`src/rtl/plc_pkg.sv`:
```
package plc_pkg;
  typedef enum logic [2:0] {
    ST_IDLE,
    ST_NORM,
    ST_CUBE,
    ST_QUAD,
    ST_LIN
  } plc_state_e;
endpackage

```
`src/rtl/plc_seq_mul.sv`:
```
module plc_seq_mul #(
  parameter int AW = 45,
  parameter int BW = 16
) (
  input  logic                 clk,
  input  logic                 rst_n,
  input  logic                 start_i,
  input  logic signed [AW-1:0] a_i,
  input  logic [BW-1:0]        b_i,
  output logic                 done_o,
  output logic signed [AW+BW-1:0] prod_o
);
  localparam int PW = AW + BW;
  localparam int CW = $clog2(BW + 1);

  logic signed [PW-1:0] mcand_q, mcand_nxt, prod_q, prod_nxt;
  logic [BW-1:0]        mplr_q, mplr_nxt;
  logic [CW-1:0]        cnt_q, cnt_nxt;
  logic                 busy_q, busy_nxt, done_q, done_nxt;
  logic                 dp_en;

  assign dp_en = start_i | busy_q;

  always_comb begin
    mcand_nxt = mcand_q;
    prod_nxt  = prod_q;
    mplr_nxt  = mplr_q;
    cnt_nxt   = cnt_q;
    busy_nxt  = busy_q;
    done_nxt  = 1'b0;
    if (start_i) begin
      mcand_nxt = a_i;
      mplr_nxt  = b_i;
      prod_nxt  = '0;
      cnt_nxt   = '0;
      busy_nxt  = 1'b1;
    end else if (busy_q) begin
      if (mplr_q[0]) prod_nxt = prod_q + mcand_q;
      mcand_nxt = mcand_q <<< 1;
      mplr_nxt  = mplr_q >> 1;
      cnt_nxt   = cnt_q + 1'b1;
      if (cnt_q == CW'(BW - 1)) begin
        busy_nxt = 1'b0;
        done_nxt = 1'b1;
      end
    end
  end

  always_ff @(posedge clk or negedge rst_n) begin
    if (!rst_n) begin
      mcand_q <= '0;
      prod_q  <= '0;
      mplr_q  <= '0;
      cnt_q   <= '0;
      busy_q  <= 1'b0;
      done_q  <= 1'b0;
    end else begin
      busy_q <= busy_nxt;
      done_q <= done_nxt;
      if (dp_en) begin
        mcand_q <= mcand_nxt;
        prod_q  <= prod_nxt;
        mplr_q  <= mplr_nxt;
        cnt_q   <= cnt_nxt;
      end
    end
  end

  assign done_o = done_q;
  assign prod_o = prod_q;
endmodule

```
`src/rtl/plc_power_acc.sv`:
```
module plc_power_acc #(
  parameter int SIG_W       = 16,
  parameter int SCL_W       = 16,
  parameter int WIN_SAMPLES = 2500,
  parameter int ACC_W       = 45
) (
  input  logic                    clk,
  input  logic                    rst_n,
  input  logic                    stb_i,
  input  logic signed [SIG_W-1:0] id_i,
  input  logic signed [SIG_W-1:0] iq_i,
  input  logic signed [SIG_W-1:0] vd_i,
  input  logic signed [SIG_W-1:0] vq_i,
  input  logic [SCL_W-1:0]        scale_i,
  output logic                    win_done_o,
  output logic signed [ACC_W-1:0] win_sum_o,
  output logic [SCL_W-1:0]        win_scale_o
);
  localparam int CNT_W = $clog2(WIN_SAMPLES);
  localparam int TRM_W = 2 * SIG_W + 1;

  logic signed [TRM_W-1:0] term;
  logic signed [ACC_W-1:0] term_ext;
  logic signed [ACC_W-1:0] acc_q, acc_nxt, sum_q, sum_nxt;
  logic [CNT_W-1:0]        cnt_q, cnt_nxt;
  logic [SCL_W-1:0]        scl_q, scl_nxt;
  logic                    done_q, done_nxt;
  logic                    last;

  assign term     = TRM_W'(id_i * vd_i) + TRM_W'(iq_i * vq_i);
  assign term_ext = ACC_W'(term);
  assign last     = (cnt_q == CNT_W'(WIN_SAMPLES - 1));

  always_comb begin
    acc_nxt  = acc_q;
    cnt_nxt  = cnt_q;
    sum_nxt  = sum_q;
    scl_nxt  = scl_q;
    done_nxt = 1'b0;
    if (stb_i) begin
      if (last) begin
        sum_nxt  = acc_q + term_ext;
        scl_nxt  = scale_i;
        acc_nxt  = '0;
        cnt_nxt  = '0;
        done_nxt = 1'b1;
      end else begin
        acc_nxt = acc_q + term_ext;
        cnt_nxt = cnt_q + 1'b1;
      end
    end
  end

  always_ff @(posedge clk or negedge rst_n) begin
    if (!rst_n) begin
      acc_q  <= '0;
      cnt_q  <= '0;
      sum_q  <= '0;
      scl_q  <= '0;
      done_q <= 1'b0;
    end else begin
      done_q <= done_nxt;
      if (stb_i) begin
        acc_q <= acc_nxt;
        cnt_q <= cnt_nxt;
        sum_q <= sum_nxt;
        scl_q <= scl_nxt;
      end
    end
  end

  assign win_done_o  = done_q;
  assign win_sum_o   = sum_q;
  assign win_scale_o = scl_q;
endmodule

```
`src/rtl/plc_poly_eval.sv`:
```
module plc_poly_eval
  import plc_pkg::*;
#(
  parameter int ACC_W   = 45,
  parameter int PU_W    = 16,
  parameter int OUT_W   = 16,
  parameter int FRAC    = 14,
  parameter int NORM_SH = 32,
  parameter int C1      = 4717,
  parameter int C2      = -4053,
  parameter int C3      = 1327
) (
  input  logic                         clk,
  input  logic                         rst_n,
  input  logic                         win_done_i,
  input  logic signed [ACC_W-1:0]      win_sum_i,
  input  logic [PU_W-1:0]              win_scale_i,
  input  logic                         mul_done_i,
  input  logic signed [ACC_W+PU_W-1:0] mul_prod_i,
  output logic                         mul_start_o,
  output logic signed [ACC_W-1:0]      mul_a_o,
  output logic [PU_W-1:0]              mul_b_o,
  output logic [OUT_W-1:0]             d_limit_o,
  output logic                         vld_o
);
  localparam int PROD_W = ACC_W + PU_W;
  localparam logic signed [ACC_W-1:0] C1_EXT   = ACC_W'(C1);
  localparam logic signed [ACC_W-1:0] C2_EXT   = ACC_W'(C2);
  localparam logic signed [ACC_W-1:0] C3_EXT   = ACC_W'(C3);
  localparam logic signed [ACC_W-1:0] HALF_EXT = ACC_W'(2 ** (FRAC - 1));
  localparam logic [OUT_W-1:0]        OUT_CAP  = OUT_W'(2 ** (OUT_W - 1));
  localparam int OS = OUT_W - FRAC;

  plc_state_e st_q, st_nxt;
  logic [PU_W-1:0]          p_q, p_nxt, p_sat;
  logic [OUT_W-1:0]         d_q, d_nxt, d_clamped;
  logic                     vld_q, vld_nxt;
  logic signed [PROD_W-1:0] sh_frac, sh_norm;
  logic signed [ACC_W-1:0]  hv;
  logic                     sum_nonpos;

  assign sh_frac    = mul_prod_i >>> FRAC;
  assign sh_norm    = mul_prod_i >>> NORM_SH;
  assign hv         = sh_frac[ACC_W-1:0];
  assign p_sat      = (|sh_norm[PROD_W-1:PU_W]) ? {PU_W{1'b1}} : sh_norm[PU_W-1:0];
  assign sum_nonpos = win_sum_i[ACC_W-1] || (win_sum_i == '0);

  always_comb begin
    if (hv[ACC_W-1] || hv == '0)  d_clamped = '0;
    else if (hv >= HALF_EXT)      d_clamped = OUT_CAP;
    else                          d_clamped = OUT_W'(hv[FRAC-1:0]) << OS;
  end

  always_comb begin
    st_nxt      = st_q;
    p_nxt       = p_q;
    d_nxt       = d_q;
    vld_nxt     = 1'b0;
    mul_start_o = 1'b0;
    mul_a_o     = '0;
    mul_b_o     = p_q;
    unique case (st_q)
      ST_IDLE: if (win_done_i) begin
        if (sum_nonpos) begin
          d_nxt   = '0;
          vld_nxt = 1'b1;
        end else begin
          mul_start_o = 1'b1;
          mul_a_o     = win_sum_i;
          mul_b_o     = win_scale_i;
          st_nxt      = ST_NORM;
        end
      end
      ST_NORM: if (mul_done_i) begin
        p_nxt       = p_sat;
        mul_start_o = 1'b1;
        mul_a_o     = C3_EXT;
        mul_b_o     = p_sat;
        st_nxt      = ST_CUBE;
      end
      ST_CUBE: if (mul_done_i) begin
        mul_start_o = 1'b1;
        mul_a_o     = hv + C2_EXT;
        st_nxt      = ST_QUAD;
      end
      ST_QUAD: if (mul_done_i) begin
        mul_start_o = 1'b1;
        mul_a_o     = hv + C1_EXT;
        st_nxt      = ST_LIN;
      end
      ST_LIN: if (mul_done_i) begin
        d_nxt   = d_clamped;
        vld_nxt = 1'b1;
        st_nxt  = ST_IDLE;
      end
      default: st_nxt = ST_IDLE;
    endcase
  end

  always_ff @(posedge clk or negedge rst_n) begin
    if (!rst_n) begin
      st_q  <= ST_IDLE;
      p_q   <= '0;
      d_q   <= '0;
      vld_q <= 1'b0;
    end else begin
      st_q  <= st_nxt;
      vld_q <= vld_nxt;
      p_q   <= p_nxt;
      if (vld_nxt) d_q <= d_nxt;
    end
  end

  assign d_limit_o = d_q;
  assign vld_o     = vld_q;
endmodule

```
`src/rtl/plc_pulse_limit.sv`:
```
module plc_pulse_limit #(
  parameter int SIG_W       = 16,
  parameter int SCL_W       = 16,
  parameter int OUT_W       = 16,
  parameter int FRAC        = 14,
  parameter int NORM_SH     = 32,
  parameter int WIN_SAMPLES = 2500,
  parameter int C1          = 4717,
  parameter int C2          = -4053,
  parameter int C3          = 1327
) (
  input  logic                    clk,
  input  logic                    rst_n,
  input  logic                    smp_stb_i,
  input  logic signed [SIG_W-1:0] id_i,
  input  logic signed [SIG_W-1:0] iq_i,
  input  logic signed [SIG_W-1:0] vd_i,
  input  logic signed [SIG_W-1:0] vq_i,
  input  logic [SCL_W-1:0]        pu_scale_i,
  output logic [OUT_W-1:0]        d_limit_o,
  output logic                    d_limit_vld_o
);
  localparam int ACC_W  = 2 * SIG_W + 1 + $clog2(WIN_SAMPLES + 1);
  localparam int PROD_W = ACC_W + SCL_W;

  logic [1:0] rs_q;
  logic       rst_sync_n;

  always_ff @(posedge clk or negedge rst_n) begin
    if (!rst_n) rs_q <= 2'b00;
    else        rs_q <= {rs_q[0], 1'b1};
  end
  assign rst_sync_n = rs_q[1];

  logic                     win_done;
  logic signed [ACC_W-1:0]  win_sum;
  logic [SCL_W-1:0]         win_scale;
  logic                     mul_start, mul_done;
  logic signed [ACC_W-1:0]  mul_a;
  logic [SCL_W-1:0]         mul_b;
  logic signed [PROD_W-1:0] mul_prod;

  plc_power_acc #(
    .SIG_W(SIG_W), .SCL_W(SCL_W), .WIN_SAMPLES(WIN_SAMPLES), .ACC_W(ACC_W)
  ) u_acc (
    .clk(clk), .rst_n(rst_sync_n), .stb_i(smp_stb_i),
    .id_i(id_i), .iq_i(iq_i), .vd_i(vd_i), .vq_i(vq_i),
    .scale_i(pu_scale_i),
    .win_done_o(win_done), .win_sum_o(win_sum), .win_scale_o(win_scale)
  );

  plc_seq_mul #(.AW(ACC_W), .BW(SCL_W)) u_mul (
    .clk(clk), .rst_n(rst_sync_n), .start_i(mul_start),
    .a_i(mul_a), .b_i(mul_b), .done_o(mul_done), .prod_o(mul_prod)
  );

  plc_poly_eval #(
    .ACC_W(ACC_W), .PU_W(SCL_W), .OUT_W(OUT_W), .FRAC(FRAC),
    .NORM_SH(NORM_SH), .C1(C1), .C2(C2), .C3(C3)
  ) u_poly (
    .clk(clk), .rst_n(rst_sync_n),
    .win_done_i(win_done), .win_sum_i(win_sum), .win_scale_i(win_scale),
    .mul_done_i(mul_done), .mul_prod_i(mul_prod),
    .mul_start_o(mul_start), .mul_a_o(mul_a), .mul_b_o(mul_b),
    .d_limit_o(d_limit_o), .vld_o(d_limit_vld_o)
  );
endmodule

```
`config.mk`:
```
export PLATFORM = sky130hd
export DESIGN_NAME = plc_pulse_limit
export DESIGN_NICKNAME = d
export VERILOG_FILES = /design/src/rtl/plc_pkg.sv /design/src/rtl/plc_seq_mul.sv /design/src/rtl/plc_power_acc.sv /design/src/rtl/plc_poly_eval.sv /design/src/rtl/plc_pulse_limit.sv
export SDC_FILE = /design/constraint.sdc
export NUM_CORES = 2
export LEC_CHECK = 0
export ABC_AREA = 1
export CAP_MARGIN = 10
export CORE_ASPECT_RATIO = 0.8
export CORE_MARGIN = 5
export CORE_UTILIZATION = 66
export CTS_BUF_LIST = sky130_fd_sc_hd__clkbuf_16
export DETAILED_ROUTE_END_ITERATION = 10
export GPL_ROUTABILITY_DRIVEN = 0
export GPL_TIMING_DRIVEN = 0
export PLACE_DENSITY = 0.84
export REMOVE_ABC_BUFFERS = 1
export SLEW_MARGIN = 40
export SYNTH_ARGS = -nofsm -noshare
export SYNTH_HDL_FRONTEND = slang
export SYNTH_SLANG_ARGS = --single-unit
```
`constraint.sdc`:
```
create_clock -name clk -period 20.4 [get_ports clk]
set_input_delay 6.12 -clock clk [delete_from_list [all_inputs] [get_ports clk]]
set_output_delay 6.12 -clock clk [all_outputs]
set_load 0.01 [all_outputs]
```
== Yosys cells after proc, flatten, opt, wreduce, memory -nomap -nowiden ==
Index checks and enable logic that the tools add are counted.
Widths: inputs -> output; s select.
Cells by class
  $add $sub $neg: 7
  bitwise operators: 1
  equal/unequal tests: 13
  shift-type cells: 0
  reduce and logical (&&, ||, !) cells: 15
  multiply operators: 2
  muxes and demuxes: 50
  div/mod/pow operators: 0
  magnitude comparators: 1
Operators by type and width (count)
  $mux 61: 5
  $mux 45: 5
  $pmux 45 s4: 1
  $mux 16: 11
  $logic_not 45->1: 2
  $mul 16x16->32: 2
  $pmux 16 s2: 2
  $add 61x61->61: 1
  $add 45x13->45 const B: 1
  $add 45x14->45 const B: 1
  $add 45x33->45: 1
  $ge 45x15->1 const B: 1
  $add 32x32->33: 1
  $mux 3: 6
  $pmux 3 s5: 1
  $mux 1: 13
  $reduce_or 13->1: 1
  $add 12x1->12 const B: 1
  $eq 12x12->1 const B: 1
  $mux 12: 1
  $ne 2x1->1 const B: 6
  $mux 11: 1
  $mux 5: 2
  $eq 3x2->1 const B: 2
  other kinds (15): 20
Storage, ports and cells
  output and inout bits: 17
  bits in registers: 302
  bits in writable memories: 0
  bits in latches: 0
  word-level logic and storage cells: 105
  bits in read-only memories: 0
  memories kept: 0
  input bits: 83

== Depth between registers and ports, before layout ==
  word-level depth: 7
  mapped depth: 35

== Cells and area by module ==
Synthesis repeated with hierarchy kept, for this count alone.
Unflattened totals
  cell total of the unflattened synthesis: 6791
  area total of the unflattened synthesis: 48499.0 sq um
By module, submodules not included
  plc_power_acc: cells an instance 3726, area each 30722.0 sq um, times used 1
  plc_seq_mul: cells an instance 1765, area each 11128.2 sq um, times used 1
  plc_poly_eval: cells an instance 1297, area each 6595.1 sq um, times used 1
  plc_pulse_limit: cells an instance 3, area each 53.8 sq um, times used 1

== Worst setup path after synthesis ==
Ideal clock, no wire load.
  path type: in2reg
  from: in id_i[15]
  to: reg u_acc.acc_q[32]
  data arrival time: 13.234 ns
  stages: 27
  required time: 20.268 ns
  setup slack: 7.034 ns
  path through: clkbuf_1 -> nand2_1 -> inv_1 -> fa_1 -> inv_1 -> fa_1 -> inv_1 -> fa_1 -> inv_1 -> fa_1 -> fa_1 -> inv_1 -> fa_1 -> fa_1 -> inv_1 -> fa_1 -> inv_1 -> ha_1 -> nand2_1 -> nor2_1 -> nand2_1 -> o21ai_0 -> nand3_1 -> nand2_1 -> nand2_1 -> nand3_1 -> o21ai_0
On the way
  longest elaborated chain between the ends: 4
Ends and longest elaborated chain
  start, declared: RTL line plc_pulse_limit.sv:15  | input logic signed [SIG_W-1:0] id_i,
  $mul 16x16->32: RTL line plc_power_acc.sv:30  | assign term = TRM_W'(id_i * vd_i) + TRM_W'(iq_i * vq_i);
  $add 32x32->33: RTL line plc_power_acc.sv:30
  $add 45x33->45: RTL line plc_power_acc.sv:48  | acc_nxt = acc_q + term_ext;
  $mux 45: RTL line plc_power_acc.sv:41  | if (last) begin
  end signal, assigned: RTL line plc_power_acc.sv:64  | acc_q <= acc_nxt;
  end, declared: RTL line plc_power_acc.sv:24  | logic signed [ACC_W-1:0] acc_q, acc_nxt, sum_q, sum_nxt;
No other way between the ends.
A chain may end at the register's enable or synchronous reset.

== Final worst setup path ==
  from: in vq_i[1]
  to: reg u_acc.acc_q[36]
On the way
  longest elaborated chain between the ends: 4
Ends and longest elaborated chain
  start, declared: RTL line plc_pulse_limit.sv:18  | input logic signed [SIG_W-1:0] vq_i,
  $mul 16x16->32: RTL line plc_power_acc.sv:30
  $add 32x32->33: RTL line plc_power_acc.sv:30
  $add 45x33->45: RTL line plc_power_acc.sv:48
  $mux 45: RTL line plc_power_acc.sv:41
No other way between the ends.

==> key figures <==
Critical path
  – Crit path max-delay cell type: clkdlybuf4s50_1
  – Number of buffers and inverters on the critical path: 7
  – Setup slack of the most critical reg-to-reg path: 13000 ps
  – Critical path's top delay family: adder cells
  – Worst reg2reg endpoint: u_acc.acc_q[32]
  – Crit path kind: in -> reg
  – Data arrival time of the critical path: 15150 ps
  – R2r startpoint: u_acc.acc_q[10]
  – Count of cells along the worst register-to-register path: 24
  – Most frequent CP cell: fa_1
  – Stage delay of the slowest cell on the critical path: 1030 ps
  – Crit Path Max Fanout: 16
  – Required @ worst endpoint: 20890 ps
  – Type of destination of the critical path: flop
  – Startpoint class of the critical path: primary input

Route
  – DR vias: 42950
  – Via density: 5.870
  – Post-route antenna net violation count: 0
  – WL/cell: 18.81 um
  – Number of detailed-routing iterations run before antenna repair: 11
  – Detailed-route wire length: 137600 um
  – Post-detailed-route DRC marker count: 7
  – Number of DRC markers after the initial detailed-route iteration: 5893

Synth
  – Dominant synthesized flop cell: dfrtp_1
  – Mean area per synthesized cell: 7.312 sq um
  – Warnings from Yosys: 0
  – Count of different cell masters after synthesis: 52
  – Proportion of synthesized flip-flops having asynchronous set or reset: 100.0%
  – Cell area after synthesis: 47220 sq um
  – Flip-flop and latch count after synthesis: 300
  – Sequential-to-total area share from yosys stat: 15.90%
  – Number of enable-type register cells in the synthesized netlist: 0
  – Gate count of the mapped netlist: 6458

Die
  – Initial Utilization: 66.84%
  – Area of the die: 77030 sq um
  – I/O pin count: 100
  – Core Footprint: 70650 sq um
  – Std cell rows: 87
  – Width of the die: 309.1 um
  – Die Ht: 249.2 um

STA
  – Count of endpoints failing setup in the final report: 0
  – Post-Route Skew: 39.31 ps
  – Final count of hold timing violations: 0
  – Transition at the pin with the smallest max-transition slack: 936.4 ps
  – Count of final max-slew check failures: 0
  – Min Tclk post-route: 14660 ps
  – Slew HR: 36.91%
  – Tcrit/Tclk final: 71.87%
  – Highest clock rate: 0.06820 GHz
  – Setup repair after global routing missed its margin: no
  – Total Neg Setup Slack: 0 ps

Layout
  – Sequential cell area: 7518 sq um
  – Share of post-route cells with drive strength above 1: 2.554%
  – Layout filler cell count: 5634
  – Area growth from synthesis to layout: 5.011%
  – ANT cells: 0
  – Area of combinational cells with multiple inputs: 33180 sq um
  – Total number of nets in the final design: 7414

Clock network
  – Max Root-Sink Buffers: 3
  – Num CTS Buffers: 30
  – Total number of clock tree sinks: 300
  – Number of hold buffers added after cts: 0
  – Clk pin slew, worst setup/hold paths: 60 ps
  – Count of H-tree levels built during CTS: 1
  – CTS resizes: 0
  – Clock insertion delay at the later pin of the skew report: 620 ps
  – Buffer type at the clock tree root: clkbuf_16
  – CTS tree: yes
  – Setup bufs post-CTS: 0

GRT
  – Overall track demand over capacity in global routing: 35.86%
  – Maximum number of pins on one net before global-route repair: 70
  – Number of antenna violations at the first check in global routing: 4
  – Number of global-route vias before repair: 41910
  – Wire length of the first global-routing pass: 221000 um
  – Overflow left after global routing: 0

Place
  – Post-detailed-placement half-perimeter wirelength: 113200 um
  – Count of buffers inserted at the top-level ports: 97

Status
  – Violations in the final reports: DRC
  – Status: finished with violations

Hold path
  – Worst hold-check path type: reg -> async

Job
  – # Max-Cap Violations: 0
-- stage by stage --
stage	utilization [%]	cell area, sq um	instances	hold slack (ps)	setup slack (ps)
floorplan	-	46170	6215	331.2	7194
CTS	70.28	49650	7317	275.4	5993
global placement	68.38	48310	7246	333.5	4748
finish	70.19	49590	7317	257.7	5738
detailed placement	68.89	48670	7262	273.2	5419
global route	70.19	49590	7317	302.7	5512
-- logic make-up after synthesis --
logic type               share of synthesized area (%)
AND/OR/NAND/NOR                                  24.75
buffers and inverters                            13.93
adder cells (fa/ha/maj)                          37.54
AO/OA/AOI/OAI                                    6.579
flip-flops                                       15.90
XOR/XNOR                                         1.261
other                                          0.01590
multiplexers                                   0.02120
-- registers in the layout, indices dropped and copies added, names as in the netlist --
register           flops
rs_q                   2
u_acc.acc_q           45
u_acc.cnt_q           12
u_acc.win_done_o       1
u_acc.win_scale_o     16
u_acc.win_sum_o       45
u_mul.busy_q           1
u_mul.cnt_q            5
u_mul.done_o           1
u_mul.mcand_q         61
u_mul.mplr_q          16
u_mul.prod_o          61
u_poly.d_limit_o      14
u_poly.p_q            16
u_poly.st_q            3
u_poly.vld_o           1
-- layout by cell type, fill, tap and decap left out, types with 17 or more instances in the layout --
master and n:
nor3_1 30, inv_1 1454, a21oi_1 209, nand3_1 349
o22ai_1 36, o21ai_1 30, clkdlybuf4s50_1 82, xor2_1 27
nor2_1 521, inv_2 17, clkbuf_16 31, ha_1 228
o21ai_0 255, nand4_1 102, o21bai_1 26, xnor2_1 41
nand3b_1 17, dfrtp_1 297, fa_1 742, nand2_1 1718
-- cell usage after synthesis, types with 4 or more instances --
cell type / number / share of area, %
xor2_1: 27 / 0.50
fa_1: 743 / 31
nand2_1: 1720 / 14
nand4_1: 102 / 1.4
dfrtp_1: 300 / 16
buf_4: 4 / 0.064
inv_1: 1455 / 12
a21oi_1: 209 / 2.2
o22ai_1: 36 / 0.48
o21ai_0: 255 / 2.7
xnor2_1: 41 / 0.76
buf_2: 65 / 0.69
nand3b_1: 17 / 0.27
nand3_1: 350 / 3.7
inv_2: 13 / 0.10
nand2_2: 7 / 0.093
nor2_4: 4 / 0.095
buf_1: 11 / 0.087
nor2_2: 13 / 0.17
ha_1: 228 / 6.0
o21ai_1: 30 / 0.32
nor2_1: 523 / 4.2
nor4_1: 10 / 0.13
buf_6: 4 / 0.095
a21o_1: 9 / 0.14
clkbuf_1: 156 / 1.2
nor3_1: 30 / 0.32
nand3_2: 13 / 0.28
o21a_1: 5 / 0.079
or2_2: 13 / 0.17
o21bai_1: 26 / 0.41
a21boi_0: 5 / 0.079
-- layer usage --
metal	part of all wire (%)	up-vias	GRT usage, %
met1	38	20420	52.67
met2	41	2932	50.48
li1	-	19120	-
met3	17	474	12.90
met4	3.7	8	10.41
met5	0.033	-	0
-- layout make-up --
class	count	share of cell area [%]
clock inverters	24	0.4113
multi-input cells	4444	66.90
clock buffers	31	1.564
inverters	1471	11.15
repair buffers	113	2.453
flip-flops and latches	300	15.16
well taps	934	2.357
-- how the worst max path moves through the flow --
stage,start,endpoint,depth (start not counted)
2_1_floorplan,vd_i[0],u_acc.win_sum_o[32],26
3_3_place_gp,id_i[15],u_acc.acc_q[32],27
3_5_place_dp,vq_i[1],u_acc.acc_q[36],25
4_1_cts,vq_i[1],u_acc.acc_q[36],25
5_1_grt,vq_i[1],u_acc.acc_q[36],25
6_report,vq_i[1],u_acc.acc_q[36],25
Power is not shown: default switching activity piles up to over one toggle a cycle in this logic, so the estimate is an artifact.
